File: config.mk
export PLATFORM = sky130hd
export DESIGN_NAME = tdc_event_merger
export DESIGN_NICKNAME = d
export VERILOG_FILES = /design/src/rtl/tdc_merge_pkg.sv /design/src/rtl/tdc_rr_arbiter.sv /design/src/rtl/tdc_word_fmt.sv /design/src/rtl/tdc_event_merger.sv
export SDC_FILE = /design/constraint.sdc
export NUM_CORES = 1
export LEC_CHECK = 0
export BUFFER_PORTS_ARGS = -buffer_cell sky130_fd_sc_hd__buf_2
export CAP_MARGIN = 20
export CORE_AREA = 2 2 136 138
export DETAILED_ROUTE_END_ITERATION = 8
export DIE_AREA = 0 0 138 140
export PLACE_DENSITY = 0.72
export SYNTH_ARGS = -nofsm -noshare
export SYNTH_HDL_FRONTEND = slang
export SYNTH_SLANG_ARGS = --single-unit
File: constraint.sdc
create_clock -name clk -period 4.3 [get_ports clk]
set_input_delay 0.645 -clock clk [delete_from_list [all_inputs] [get_ports clk]]
set_output_delay 0.645 -clock clk [all_outputs]
set_load 0.005 [all_outputs]
File: src/rtl/tdc_merge_pkg.sv
package tdc_merge_pkg;

   localparam int unsigned IN_W     = 27;
   localparam int unsigned OUT_W    = 32;
   localparam int unsigned FMT_W    = 5;
   localparam int unsigned PAY_W    = 24;
   localparam int unsigned HIT_W    = 19;
   localparam int unsigned CHN_W    = 5;
   localparam int unsigned MARK_BIT = 26;

   typedef enum logic [1:0] {
      ST_BHDR,
      ST_EHDR,
      ST_DATA,
      ST_TRL
   } mrg_state_t;

   typedef enum logic [1:0] {
      WK_BHDR,
      WK_EHDR,
      WK_HIT,
      WK_TRL
   } word_kind_t;

endpackage

File: src/rtl/tdc_rr_arbiter.sv
module tdc_rr_arbiter #(
   parameter int unsigned N    = 8,
   parameter int unsigned IDXW = (N > 1) ? $clog2(N) : 1
) (
   input  logic            clk,
   input  logic            rst_n,
   input  logic [N-1:0]    req,
   input  logic            adv,
   output logic [N-1:0]    gnt,
   output logic [IDXW-1:0] idx,
   output logic            any
);

   if (N < 1) begin : g_bad_n
      $error("tdc_rr_arbiter: N must be at least 1");
   end

   if (N == 1) begin : g_single
      assign gnt = req;
      assign idx = '0;
      assign any = req[0];
   end else begin : g_rr
      logic [IDXW-1:0] ptr;

      always_comb begin
         gnt = '0;
         idx = '0;
         any = 1'b0;
         for (int k = 0; k < int'(N); k++) begin
            int j;
            j = int'(ptr) + k;
            if (j >= int'(N)) j = j - int'(N);
            if (!any && req[j]) begin
               any    = 1'b1;
               gnt[j] = 1'b1;
               idx    = IDXW'(j);
            end
         end
      end

      always_ff @(posedge clk) begin
         if (!rst_n) begin
            ptr <= '0;
         end else if (adv && any) begin
            ptr <= (idx == IDXW'(N - 1)) ? '0 : idx + 1'b1;
         end
      end

      // a grant is a single requesting channel
      a_r6_grant_legal: assert property (@(posedge clk) disable iff (!rst_n)
         $onehot0(gnt) && ((gnt & ~req) == '0));

      // after a grant the pointer moves just past the granted channel
      a_r6_ptr_moves: assert property (@(posedge clk) disable iff (!rst_n)
         (adv && any) |=> (ptr == (($past(idx) == IDXW'(N - 1)) ? '0 : $past(idx) + 1'b1)));
   end

endmodule

File: src/rtl/tdc_word_fmt.sv
module tdc_word_fmt
   import tdc_merge_pkg::*;
#(
   parameter logic [FMT_W-1:0] FMT_BHDR = 5'h18,
   parameter logic [FMT_W-1:0] FMT_EHDR = 5'h19,
   parameter logic [FMT_W-1:0] FMT_HIT  = 5'h00,
   parameter logic [FMT_W-1:0] FMT_TRL  = 5'h1A
) (
   input  word_kind_t        kind,
   input  logic [2:0]        conn,
   input  logic [CHN_W-1:0]  chan,
   input  logic [HIT_W-1:0]  hit,
   input  logic [PAY_W-1:0]  payload,
   output logic [OUT_W-1:0]  word
);

   always_comb begin
      unique case (kind)
         WK_BHDR: word = {FMT_BHDR, conn, payload};
         WK_EHDR: word = {FMT_EHDR, conn, payload};
         WK_HIT:  word = {FMT_HIT,  conn, chan, hit};
         default: word = {FMT_TRL,  conn, payload};
      endcase
   end

endmodule

File: src/rtl/tdc_event_merger.sv
module tdc_event_merger
   import tdc_merge_pkg::*;
#(
   parameter int unsigned      N_CH        = 8,
   parameter int unsigned      CH_BASE     = 0,
   parameter int unsigned      EVT_PER_BLK = 2,
   parameter logic [FMT_W-1:0] FMT_BHDR    = 5'h18,
   parameter logic [FMT_W-1:0] FMT_EHDR    = 5'h19,
   parameter logic [FMT_W-1:0] FMT_HIT     = 5'h00,
   parameter logic [FMT_W-1:0] FMT_TRL     = 5'h1A
) (
   input  logic                 clk,
   input  logic                 rst_n,
   input  logic [2:0]           conn_id,
   input  logic [N_CH-1:0]      ch_valid,
   input  logic [N_CH*IN_W-1:0] ch_data,
   output logic [N_CH-1:0]      ch_ready,
   input  logic                 trig_valid,
   input  logic [PAY_W-1:0]     trig_num,
   output logic                 trig_ready,
   output logic                 o_valid,
   output logic [OUT_W-1:0]     o_data,
   input  logic                 o_ready
);

   localparam int unsigned IDXW = (N_CH > 1) ? $clog2(N_CH) : 1;
   localparam int unsigned EVW  = $clog2(EVT_PER_BLK + 1);

   if (N_CH < 1 || CH_BASE + N_CH > 32) begin : g_bad_ch
      $error("tdc_event_merger: channel numbers must fit in 0..31");
   end
   if (EVT_PER_BLK < 1) begin : g_bad_epb
      $error("tdc_event_merger: EVT_PER_BLK must be at least 1");
   end
   if (FMT_BHDR == FMT_EHDR || FMT_BHDR == FMT_HIT || FMT_BHDR == FMT_TRL ||
       FMT_EHDR == FMT_HIT  || FMT_EHDR == FMT_TRL || FMT_HIT  == FMT_TRL) begin : g_bad_fmt
      $error("tdc_event_merger: format codes must be distinct");
   end

   // per-channel unpack
   logic [IN_W-1:0]  chd   [N_CH];
   logic [CHN_W-1:0] chnum [N_CH];
   logic [N_CH-1:0]  ch_mark;

   for (genvar g = 0; g < int'(N_CH); g++) begin : g_ch
      assign chd[g]     = ch_data[g*IN_W +: IN_W];
      assign chnum[g]   = CHN_W'(CH_BASE + g);
      assign ch_mark[g] = ch_data[g*IN_W + MARK_BIT];
   end

   mrg_state_t       state;
   logic [N_CH-1:0]  done, done_nxt;
   logic [EVW-1:0]   evt_cnt;
   logic [PAY_W-1:0] blk_cnt;
   logic [PAY_W-1:0] wcnt;

   logic             can_load;
   logic             emit;
   logic             adv;
   word_kind_t       kind;
   logic [PAY_W-1:0] payload;
   logic [OUT_W-1:0] word;

   logic [N_CH-1:0]  arb_gnt;
   logic [IDXW-1:0]  arb_idx;
   logic             arb_any;
   logic             sel_mark;

   tdc_rr_arbiter #(.N(N_CH), .IDXW(IDXW)) u_arb (
      .clk   (clk),
      .rst_n (rst_n),
      .req   (ch_valid & ~done),
      .adv   (adv),
      .gnt   (arb_gnt),
      .idx   (arb_idx),
      .any   (arb_any)
   );

   assign sel_mark = ch_mark[arb_idx];
   assign can_load = !o_valid || o_ready;

   tdc_word_fmt #(
      .FMT_BHDR (FMT_BHDR),
      .FMT_EHDR (FMT_EHDR),
      .FMT_HIT  (FMT_HIT),
      .FMT_TRL  (FMT_TRL)
   ) u_fmt (
      .kind    (kind),
      .conn    (conn_id),
      .chan    (chnum[arb_idx]),
      .hit     (chd[arb_idx][HIT_W-1:0]),
      .payload (payload),
      .word    (word)
   );

   always_comb begin
      emit       = 1'b0;
      adv        = 1'b0;
      kind       = WK_HIT;
      payload    = '0;
      trig_ready = 1'b0;
      unique case (state)
         ST_BHDR: begin
            kind    = WK_BHDR;
            payload = blk_cnt;
            emit    = trig_valid && can_load;
         end
         ST_EHDR: begin
            kind       = WK_EHDR;
            payload    = trig_num;
            emit       = trig_valid && (&ch_valid) && can_load;
            trig_ready = emit;
         end
         ST_DATA: begin
            adv  = can_load && arb_any;
            emit = adv && !sel_mark;
         end
         default: begin
            kind    = WK_TRL;
            payload = wcnt + 1'b1;
            emit    = can_load;
         end
      endcase
      done_nxt = done | ((adv && sel_mark) ? arb_gnt : '0);
   end

   assign ch_ready = adv ? arb_gnt : '0;

   always_ff @(posedge clk) begin
      if (!rst_n) begin
         state   <= ST_BHDR;
         done    <= '0;
         evt_cnt <= '0;
         blk_cnt <= '0;
         wcnt    <= '0;
         o_valid <= 1'b0;
         o_data  <= '0;
      end else begin
         if (emit) begin
            o_valid <= 1'b1;
            o_data  <= word;
         end else if (o_ready) begin
            o_valid <= 1'b0;
         end
         unique case (state)
            ST_BHDR: if (emit) begin
               state <= ST_EHDR;
               wcnt  <= PAY_W'(1);
            end
            ST_EHDR: if (emit) begin
               state <= ST_DATA;
               done  <= '0;
               wcnt  <= wcnt + 1'b1;
            end
            ST_DATA: if (adv) begin
               done <= done_nxt;
               if (emit) wcnt <= wcnt + 1'b1;
               if (&done_nxt) begin
                  if (evt_cnt == EVW'(EVT_PER_BLK - 1)) begin
                     evt_cnt <= '0;
                     state   <= ST_TRL;
                  end else begin
                     evt_cnt <= evt_cnt + 1'b1;
                     state   <= ST_EHDR;
                  end
               end
            end
            default: if (emit) begin
               blk_cnt <= blk_cnt + 1'b1;
               state   <= ST_BHDR;
            end
         endcase
      end
   end

   // a stalled word is held unchanged
   a_r8_hold_stalled: assert property (@(posedge clk) disable iff (!rst_n)
      (o_valid && !o_ready) |=> (o_valid && $stable(o_data)));

   // entries are only consumed from channels that offer one
   a_r3_pop_only_valid: assert property (@(posedge clk) disable iff (!rst_n)
      (ch_ready & ~ch_valid) == '0);

   // a channel that gave its marker is left alone for the rest of the event
   a_r7_no_pop_after_mark: assert property (@(posedge clk) disable iff (!rst_n)
      (ch_ready & done) == '0);

   // triggers are taken only with every channel ready
   a_r5_trig_gate: assert property (@(posedge clk) disable iff (!rst_n)
      trig_ready |-> (trig_valid && (&ch_valid)));

   // every output word carries one of the four format codes
   a_r4_fmt_known: assert property (@(posedge clk) disable iff (!rst_n)
      o_valid |-> (o_data[31:27] == FMT_BHDR || o_data[31:27] == FMT_EHDR ||
                   o_data[31:27] == FMT_HIT  || o_data[31:27] == FMT_TRL));

   // nothing is consumed or offered in the first cycle after reset
   a_r1_quiet_after_reset: assert property (@(posedge clk)
      !rst_n |=> (!o_valid && ch_ready == '0 && !trig_ready));

endmodule

==> metrics.txt, run 1 <==
peak supply drop approximately 0.95 mV; Post-DP HPWL approximately 22 mm; synthesized flop and latch total 94; DR iter-0 viols 660; initial core utilization around 45%; CP startpoint kind register; critical-path maximum fanout 5; routed vias a little over 9,000; worst slack, placed -387 ps; share of cells above drive strength 1 between 40% and 50%; grt ovf 0; routability cong. between 0.9 and 1; htree depth 3; status finished with violations; Gate Count Post-Synth 950; num rows 49; final hold violations 0; Synthesized Nets approximately 1,200; Syn. warnings 0; P_leak around 5 nW; sequential area share after synthesis about a quarter; # DRC 0; largest net degree at the start of global routing between 60 and 70; CTS Buf Count 9; Routed Antenna Nets 0; Max Clock Freq between 200 and 250 MHz; Setup crit end kind register; crit path time final 4310 ps; area delta synth->final 43.3%; CTS Buffer Depth 2; Synth cell types 75; antenna violations before repair 4; vias in the first global route between 8,000 and 9,000; violated checks setup timing; number of enable flip-flop cells after synthesis 0; first-pass GRT wire length ~44 mm; clock latency on the worst-skew pair roughly 350 ps; ys async rst share 0%; nets between 1,500 and 2,000; CTS tree yes; clock root buffer clkbuf_16; Slew @ Worst Pin 881 ps; Max Clock Skew between 10 and 15 ps; total die area roughly 0.019 mm^2; RSZ-0062 raised after global routing yes; required time worst endpoint around 4600 ps; WL/cell roughly 20 um; Final Cycle Share 100%; Die W 138 um; clk sinks 94; Initial DRT Pass Iterations 5; PD cells roughly 800 mW/mm^2; relative slew slack 41.3%; Mapped Area slightly below 0.008 mm^2; Core Util, Final approximately 64%; Vias/cell approximately 6.0; worst setup path class register to register; total global-route track usage 28.1%; Chip Height about 140 um; Max-cap violations 0; Final WS setup -8.52 ps; I/O Buffers around 240; Slew Viols, Final 0; worst min-delay path class register to register; final setup fails 1; average footprint of a synthesized cell approximately 8.4 um^2; Routed Wire Length between 30 and 40 mm; Core Box Area 0.0178 mm^2; Layout fillers approximately 1,500; Arr. time, crit path 4580 ps; I/O Pins 297; Synth Flop Type dfxtp_1; clock edge transition at the registers on the reported setup and hold paths about 70 ps
[power by group]
part           total [mW]  internal, mW  switching [mW]
logic                7.15          3.35            3.80
clock network       0.910         0.548           0.362
registers            1.08         0.991          0.0864
total                9.14          4.89            4.24
[layout make-up]
type	instances	area [um^2]	share of cell area, %
multi-input combinational	763	6100	53.6
clock inverter	5	87.6	0.770
clock buffer	11	253	2.22
antenna	4	10.0	0.0880
inverter	23	96.3	0.847
tap	229	287	2.52
timing repair buffer	403	2660	23.3
sequential	94	1890	16.6
[critical path, stage by stage (launching register included)]
cell and delay, ps:
dfxtp_2 350, clkinv_4 80, ha_4 270, inv_4 70, buf_6 90, mux4_2 570, buf_4 190, nor4_4 350
nand3_2 150, buf_4 170, nand3_4 110, nor2_1 60, a221o_2 410, a211oi_4 420, o221ai_4 230, clkbuf_16 220
or3b_1 340, a21oi_1 120
[synth_stat cells, types with 7 or more instances]
cell / n / area, um^2
nor3_1: 14 / 70.1
or3b_1: 9 / 78.8
mux4_2: 17 / 383
o21ai_0: 25 / 125
a221oi_1: 21 / 184
a21oi_1: 67 / 335
dfxtp_1: 94 / 1880
and2_1: 13 / 81.3
nand2_1: 99 / 372
and3_1: 10 / 62.6
buf_4: 9 / 67.6
ha_1: 16 / 200
a32oi_1: 16 / 140
a221o_1: 17 / 170
a211o_1: 7 / 61.3
xnor2_1: 18 / 158
a31oi_1: 12 / 75.1
mux2i_1: 110 / 1100
xor2_1: 28 / 245
nor2_1: 72 / 270
or3_1: 12 / 75.1
nand3_1: 29 / 145
inv_1: 18 / 67.6
nand2b_1: 11 / 68.8
buf_2: 19 / 95.1
o21a_1: 7 / 52.6
a211oi_1: 20 / 150
nor2b_1: 11 / 68.8
mux2_2: 8 / 90.1
clkbuf_1: 38 / 143
nand4_1: 9 / 56.3
nor4_1: 7 / 43.8
[logic make-up after synthesis]
| group | synth area share (%) |
|---|---|
| xor+xnor | 5.28 |
| fa+ha+maj | 2.52 |
| other cells | 0.0472 |
| buf+inv | 5.40 |
| simple gates | 19.6 |
| flops | 23.7 |
| mux | 20.6 |
| compound gates | 22.9 |
[path summary, 6_finish.rpt]
path	to	depth (start not counted)	slack, ps	startpoint
setup / recovery	wcnt[22]	17	-9	u_arb.g_rr.ptr[1]
hold / removal	o_data[8]	2	450	o_data[8]
setup reg to reg	wcnt[22]	17	-9	u_arb.g_rr.ptr[1]
hold reg to reg	o_data[8]	2	450	o_data[8]
[layout by cell type, fill, tap and decap left out, types with 16 or more instances in the layout]
master and instances:
nand2_1 99, a221o_1 16, xor2_1 27, a211oi_1 16
nand3_1 24, buf_4 136, nor2_1 69, a221oi_1 18
a21oi_1 65, buf_2 239, mux4_2 17, xnor2_1 17
mux2i_1 104, dfxtp_1 92
[registers in the layout, summed over array words and instances, names as in the netlist]
| name | count |
|---|---|
| o_data | 30 |
| blk_cnt | 24 |
| o_valid | 1 |
| evt_cnt | 2 |
| state | 2 |
| u_arb.g_rr.ptr | 3 |
| wcnt | 24 |
| done | 8 |
[what timing repair did]
item | CTS | global route
gates cloned | 0 | 3
buffers inserted | 0 | 24
setup endpoints to repair | 45 | 72
pin swaps | 2 | 41
resized for setup | 16 | 105
hold buffers | 0 | 0
[per-layer routing]
| metal | up-vias | wire, um | track usage (%) |
|---|---|---|---|
| li1 | 4267 | - | - |
| met1 | 4358 | 12800 | 37.8 |
| met2 | 437 | 14600 | 46.0 |
| met3 | 59 | 2330 | 4.99 |
| met4 | 0 | 810 | 8.86 |
| met5 | - | 0 | 0 |
[metrics by stage]
stage          power [mW]  TNS, ps  hold slack [ps]  instances  area [um^2]
2_1_floorplan        5.00        0              430        950         7970
3_3_place_gp         7.02   -10970              435       1485        10200
3_5_place_dp         7.09   -14320              442       1485        10200
4_1_cts              8.10        0              450       1501        10700
5_1_grt              9.60    -2400              470       1531        11400
6_report             9.14    -8.52              450       1532        11400
Note: power is estimated with default switching activity, not from simulation.
==> run 2, diff against run 1 <==
- PLACE_DENSITY: 0.72 -> 0.69
- clock period: 4.3 -> 4.93 ns (I/O delays scaled with it)
==> metrics.txt, run 2 (synthesis gave the netlist of run 1 again) <==
status complete, no violations; routed vias 8,467 (-7.2%); Arr. time, crit path 3950 ps (-630 ps); final setup fails 0 (-1); Core Box Area 0.0178 mm^2 (unchanged); CTS Buffer Depth 2 (unchanged); WL/cell 19.4 um (-2.8%); largest net degree at the start of global routing 83 (+34%); max reg flops 30 (unchanged); required time worst endpoint 4190 ps (-380 ps); hold buffers post-CTS 0 (unchanged); Final Cycle Share about 95%; Top delay family on crit path simple AND/OR/NAND/NOR gates; CP startpoint kind register; worst min-delay path class register to register; multi-input logic area 0.00566 mm^2 (-7.2%); Setup crit end kind output port; worst setup path class register to output port; Routed Wire Length 27.6 mm (-9.5%); Chip Height 140 um (unchanged); Max stage delay cell, worst path mux4_2; Slew @ Worst Pin 900 ps (+18.6 ps); Placed Cells 1,410 (-5.1%); grt ovf 0 (unchanged); clock edge transition at the registers on the reported setup and hold paths 70 ps (about the same); Post-Layout Cell Count 1,427 (-6.9%); RSZ-0062 raised after global routing no; minimum hold slack 445 ps (-4.61 ps); most frequent cells in the layout buf_2 (239), mux2i_1 (110), nand2_1 (99); Max-cap violations 0 (unchanged); Crit path buffers/inverters 5 (-1); commonest non-fill, non-tap cell in the layout buf_2; Initial DRT Pass Iterations 5 (unchanged); setup total negative slack 0 ps (+8.52 ps); slowest stage delay, CP 570 ps (about the same); clock root buffer clkbuf_16; routability cong. 0.940 (-1.4%); total global-route track usage 27.7% (-0.40 points); Vias/cell 5.93 (-0.34%); clock latency on the worst-skew pair 350 ps (about the same); PD cells 660 mW/mm^2 (-18%); nets 1,463 (-6.5%); Reg with most FFs o_data; I/O Pins 297 (unchanged); Crit path depth 12 (-5); P_leak 4.34 nW (-13%); # DRC 0 (unchanged); GRT met3 Usage 3.35% (-1.6 points); DR iter-0 viols 653 (-1.1%); Register Area 0.00188 mm^2 (-0.27%); htree depth 3 (unchanged); grt met2 use 44.5% (-1.5 points); first-pass GRT wire length 43.6 mm (-1.2%); Post-DP HPWL 21.4 mm (-4.3%); CP Cell Sequence inv_2 > ha_1 > inv_1 > buf_4 > mux4_2 > and2_1 > and2_1 > a31oi_1 > nand2_1 > nor3_1 > buf_4 > buf_2; area delta synth->final 25.4%; Max Clock Skew 10.7 ps (-2.70 ps); relative slew slack 40.0% (-1.2 points); Cells on Worst Hold Path 1 (-1); initial core utilization 44.7% (unchanged); num rows 49 (unchanged); Die W 138 um (unchanged); busiest layer in global routing met2; Max Clock Freq around 210 MHz; clk sinks 94 (unchanged); Largest regs o_data (30), blk_cnt (24), wcnt (24); CTS Buf Count 9 (unchanged); Layout fillers 1,675 (+12%); Slew Viols, Final 0 (unchanged); worst r2r path cells 14 (-3); crit path time final 4690 ps; antenna violations before repair 1 (-3); final hold violations 0 (unchanged); total die area 0.0193 mm^2 (unchanged); Routed Antenna Nets 0 (unchanged); GRT met1 Usage 39.8% (+2.0 points); CTS tree yes; I/O Buffers 239 (unchanged); share of cells above drive strength 1 31.2% (-10 points); peak supply drop 0.618 mV (-35%); vias in the first global route 7,968 (-2.7%); critical-path maximum fanout 9 (+4); Core Util, Final 56.0% (-8.0 points)
==> run 2: changes by cell type in the layout (fill, tap and decap cells not counted), moves of 6 or more <==
cell and change:
mux2i_1 +6, o21ai_0 +13, o21ai_2 -10, buf_4 -81, buf_6 -14
==> run 2: layout make-up <==
cell class                      instances  share of cell area (%)
Tap cell                              229                    2.88
Sequential cell                        94                    18.9
Clock buffer                           10                    2.30
Multi-Input combinational cell        763                    56.9
Antenna cell                            1                  0.0251
Inverter                               23                   0.867
Clock inverter                          6                   0.704
Timing Repair Buffer                  301                    17.5
==> run 2: timing repair <==
item | in CTS | in global routing
resized for setup | 0 | 3
hold endpoints to repair | 0 | 0
setup endpoints to repair | 0 | 8
buffers inserted | 0 | 0
==> run 2: per-stage QoR <==
stage          cell area [um^2]  power (mW)  worst slack [ps]
4_1_cts                    9940        6.53               167
5_1_grt                    9960        7.03              43.6
2_1_floorplan              7940        4.33               296
3_5_place_dp               9640        5.81             -31.0
3_3_place_gp               9640        5.78              25.5
6_report                   9960        6.57               243
==> run 2: power breakdown <==
part	leakage (nW)	total (mW)	switching, mW	internal [mW]
logic	3.43	4.93	2.84	2.09
clock network	0.147	0.708	0.310	0.397
registers	0.760	0.929	0.0669	0.862
==> run 2: worst paths after layout <==
check | start | end | slack, ps
worst max-delay path | u_arb.g_rr.ptr[0] | ch_ready[2] | 240
worst min-delay path | evt_cnt[1] | evt_cnt[1] | 450
worst min register to register | evt_cnt[1] | evt_cnt[1] | 450
worst max register to register | u_arb.g_rr.ptr[0] | done[6] | 290
==> run 2: routing by layer <==
metal	up-vias	wire (um)
met4	0	386
met5	-	0
met1	3982	12400
met3	31	2100
li1	4055	-
met2	399	12800
==> run 3, diff against run 2 <==
- clock period: 4.93 -> 5.2 ns (I/O delays scaled with it)
==> metrics.txt, run 3 (synthesis gave the netlist of run 1 again) <==
Routed Wire Length 27.7 mm (+0.28%); peak supply drop 1.09 mV (+76%); P_leak 4.20 nW (-3.3%); vias in the first global route 7,870 (-1.2%); PD cells 618 mW/mm^2 (-6.3%); Reg with most FFs o_data; CTS tree yes; DR iter-0 viols 529 (-19%); num rows 49 (unchanged); commonest non-fill, non-tap cell in the layout buf_2; required time worst endpoint 4420 ps (+230 ps); setup total negative slack 0 ps (unchanged); largest net degree at the start of global routing 84 (+1.2%); Final WS setup 323 ps (+80.4 ps); antenna violations before repair 1 (unchanged); Post-Layout Cell Count 1,402 (-1.8%); total die area 0.0193 mm^2 (unchanged); Max stage delay cell, worst path nor4_1; Final Cycle Share roughly 94%; # DRC 0 (unchanged); grt ovf 0 (unchanged); Power, Total 6.02 mW (-8.4%); clk sinks 94 (unchanged); Largest regs o_data (30), blk_cnt (24), wcnt (24); Slew @ Worst Pin 908 ps (+8.51 ps); Placed Cells 1,385 (-1.8%); clock latency on the worst-skew pair 350 ps (about the same); worst setup path class register to output port; area delta synth->final 22.6%; max reg flops 30 (unchanged); number of setup buffers added after CTS 0 (unchanged); Arr. time, crit path 4100 ps (+150 ps); slowest stage delay, CP 620 ps (+50 ps); most frequent cells in the layout buf_2 (239), mux2i_1 (110), nand2_1 (99); Setup crit end kind output port; clock edge transition at the registers on the reported setup and hold paths 70 ps (about the same); WL/cell 19.8 um (+2.1%); Initial DRT Pass Iterations 5 (unchanged); Routed Antenna Nets 0 (unchanged); Die W 138 um (unchanged); I/O Buffers 239 (unchanged); share of cells above drive strength 1 29.9% (-1.3 points); routed vias 8,296 (-2.0%); routability cong. 0.961 (+2.2%); I/O Pins 297 (unchanged); htree depth 3 (unchanged); Core Box Area 0.0178 mm^2 (unchanged); Max-cap violations 0 (unchanged); critical-path maximum fanout 29 (+20); worst min-delay path class register to register; clock root buffer clkbuf_16; worst slack, placed 269 ps (+300 ps); Chip Height 140 um (unchanged); relative slew slack 39.4% (-0.57 points); CTS Buf Count 9 (unchanged); CP Cell Sequence buf_4 > mux2_2 > mux4_2 > nor4_1 > a21oi_1 > a22oi_1 > nor2_1 > nor3_1 > buf_2; CTS Buffer Depth 2 (unchanged); total global-route track usage 27.4% (-0.26 points); RSZ-0062 raised after global routing no; Max Clock Freq about 210 MHz; final setup fails 0 (unchanged); first-pass GRT wire length 42.8 mm (-1.7%); crit path time final about 4900 ps; initial core utilization 44.7% (unchanged); Layout fillers 1,710 (+2.1%); Post-DP HPWL 21.5 mm (+0.35%); Slew Viols, Final 0 (unchanged); CP startpoint kind register; Max Clock Skew 11.9 ps (+1.21 ps); Vias/cell 5.92 (-0.27%); final hold violations 0 (unchanged); status complete, no violations; nets 1,438 (-1.7%)
[run 3: where the power goes]
group | switching, mW | internal, mW | total [mW]
combinational | 2.66 | 1.84 | 4.50
sequential | 0.0648 | 0.817 | 0.882
clock | 0.308 | 0.331 | 0.639
[run 3: critical path: cells and delay by family (launching register included)]
family          cells  cell delay (ps)
flops               1              460
simple gates        3             1110
compound gates      2              570
mux                 2             1020
buf+inv             2              580
[run 3: path summary, 6_finish.rpt]
| check | from | endpoint | slack, ps | depth (start not counted) |
|---|---|---|---|---|
| max reg2reg | u_arb.g_rr.ptr[0] | wcnt[17] | 390 | 13 |
| max | u_arb.g_rr.ptr[0] | ch_ready[2] | 320 | 9 |
| min reg2reg | evt_cnt[1] | evt_cnt[1] | 440 | 1 |
| min | evt_cnt[1] | evt_cnt[1] | 440 | 1 |
[run 3: per-layer routing]
metal	GRT usage [%]	vias up	wire [um]
li1	-	4005	-
met1	36.9	3945	12300
met2	44.7	313	12800
met3	6.67	33	2230
met4	6.28	0	426
met5	0	-	0
[run 3: timing repair]
item | 4_1_cts | 5_1_grt
gates resized for setup | 0 | 3
endpoints found under the setup margin | 0 | 3
hold buffers | 0 | 0
[run 3: metrics by stage]
| stage | cell area [um^2] | hold slack (ps) | util, % |
|---|---|---|---|
| after floorplan | 7940 | 430 | - |
| after global routing | 9740 | 467 | 54.8 |
| after CTS | 9720 | 449 | 54.6 |
| after global placement | 9430 | 435 | 53.0 |
| after detailed placement | 9430 | 440 | 53.0 |
| final | 9740 | 445 | 54.8 |
[run 3: layout make-up]
cell class	instances	area (um^2)	share of cell area (%)
Inverter	23	86.3	0.887
Sequential cell	94	1880	19.3
Multi-Input combinational cell	763	5670	58.2
Tap cell	229	287	2.94
Clock inverter	7	60.1	0.617
Timing Repair Buffer	276	1520	15.6
Clock buffer	9	225	2.31
Antenna cell	1	2.50	0.0257
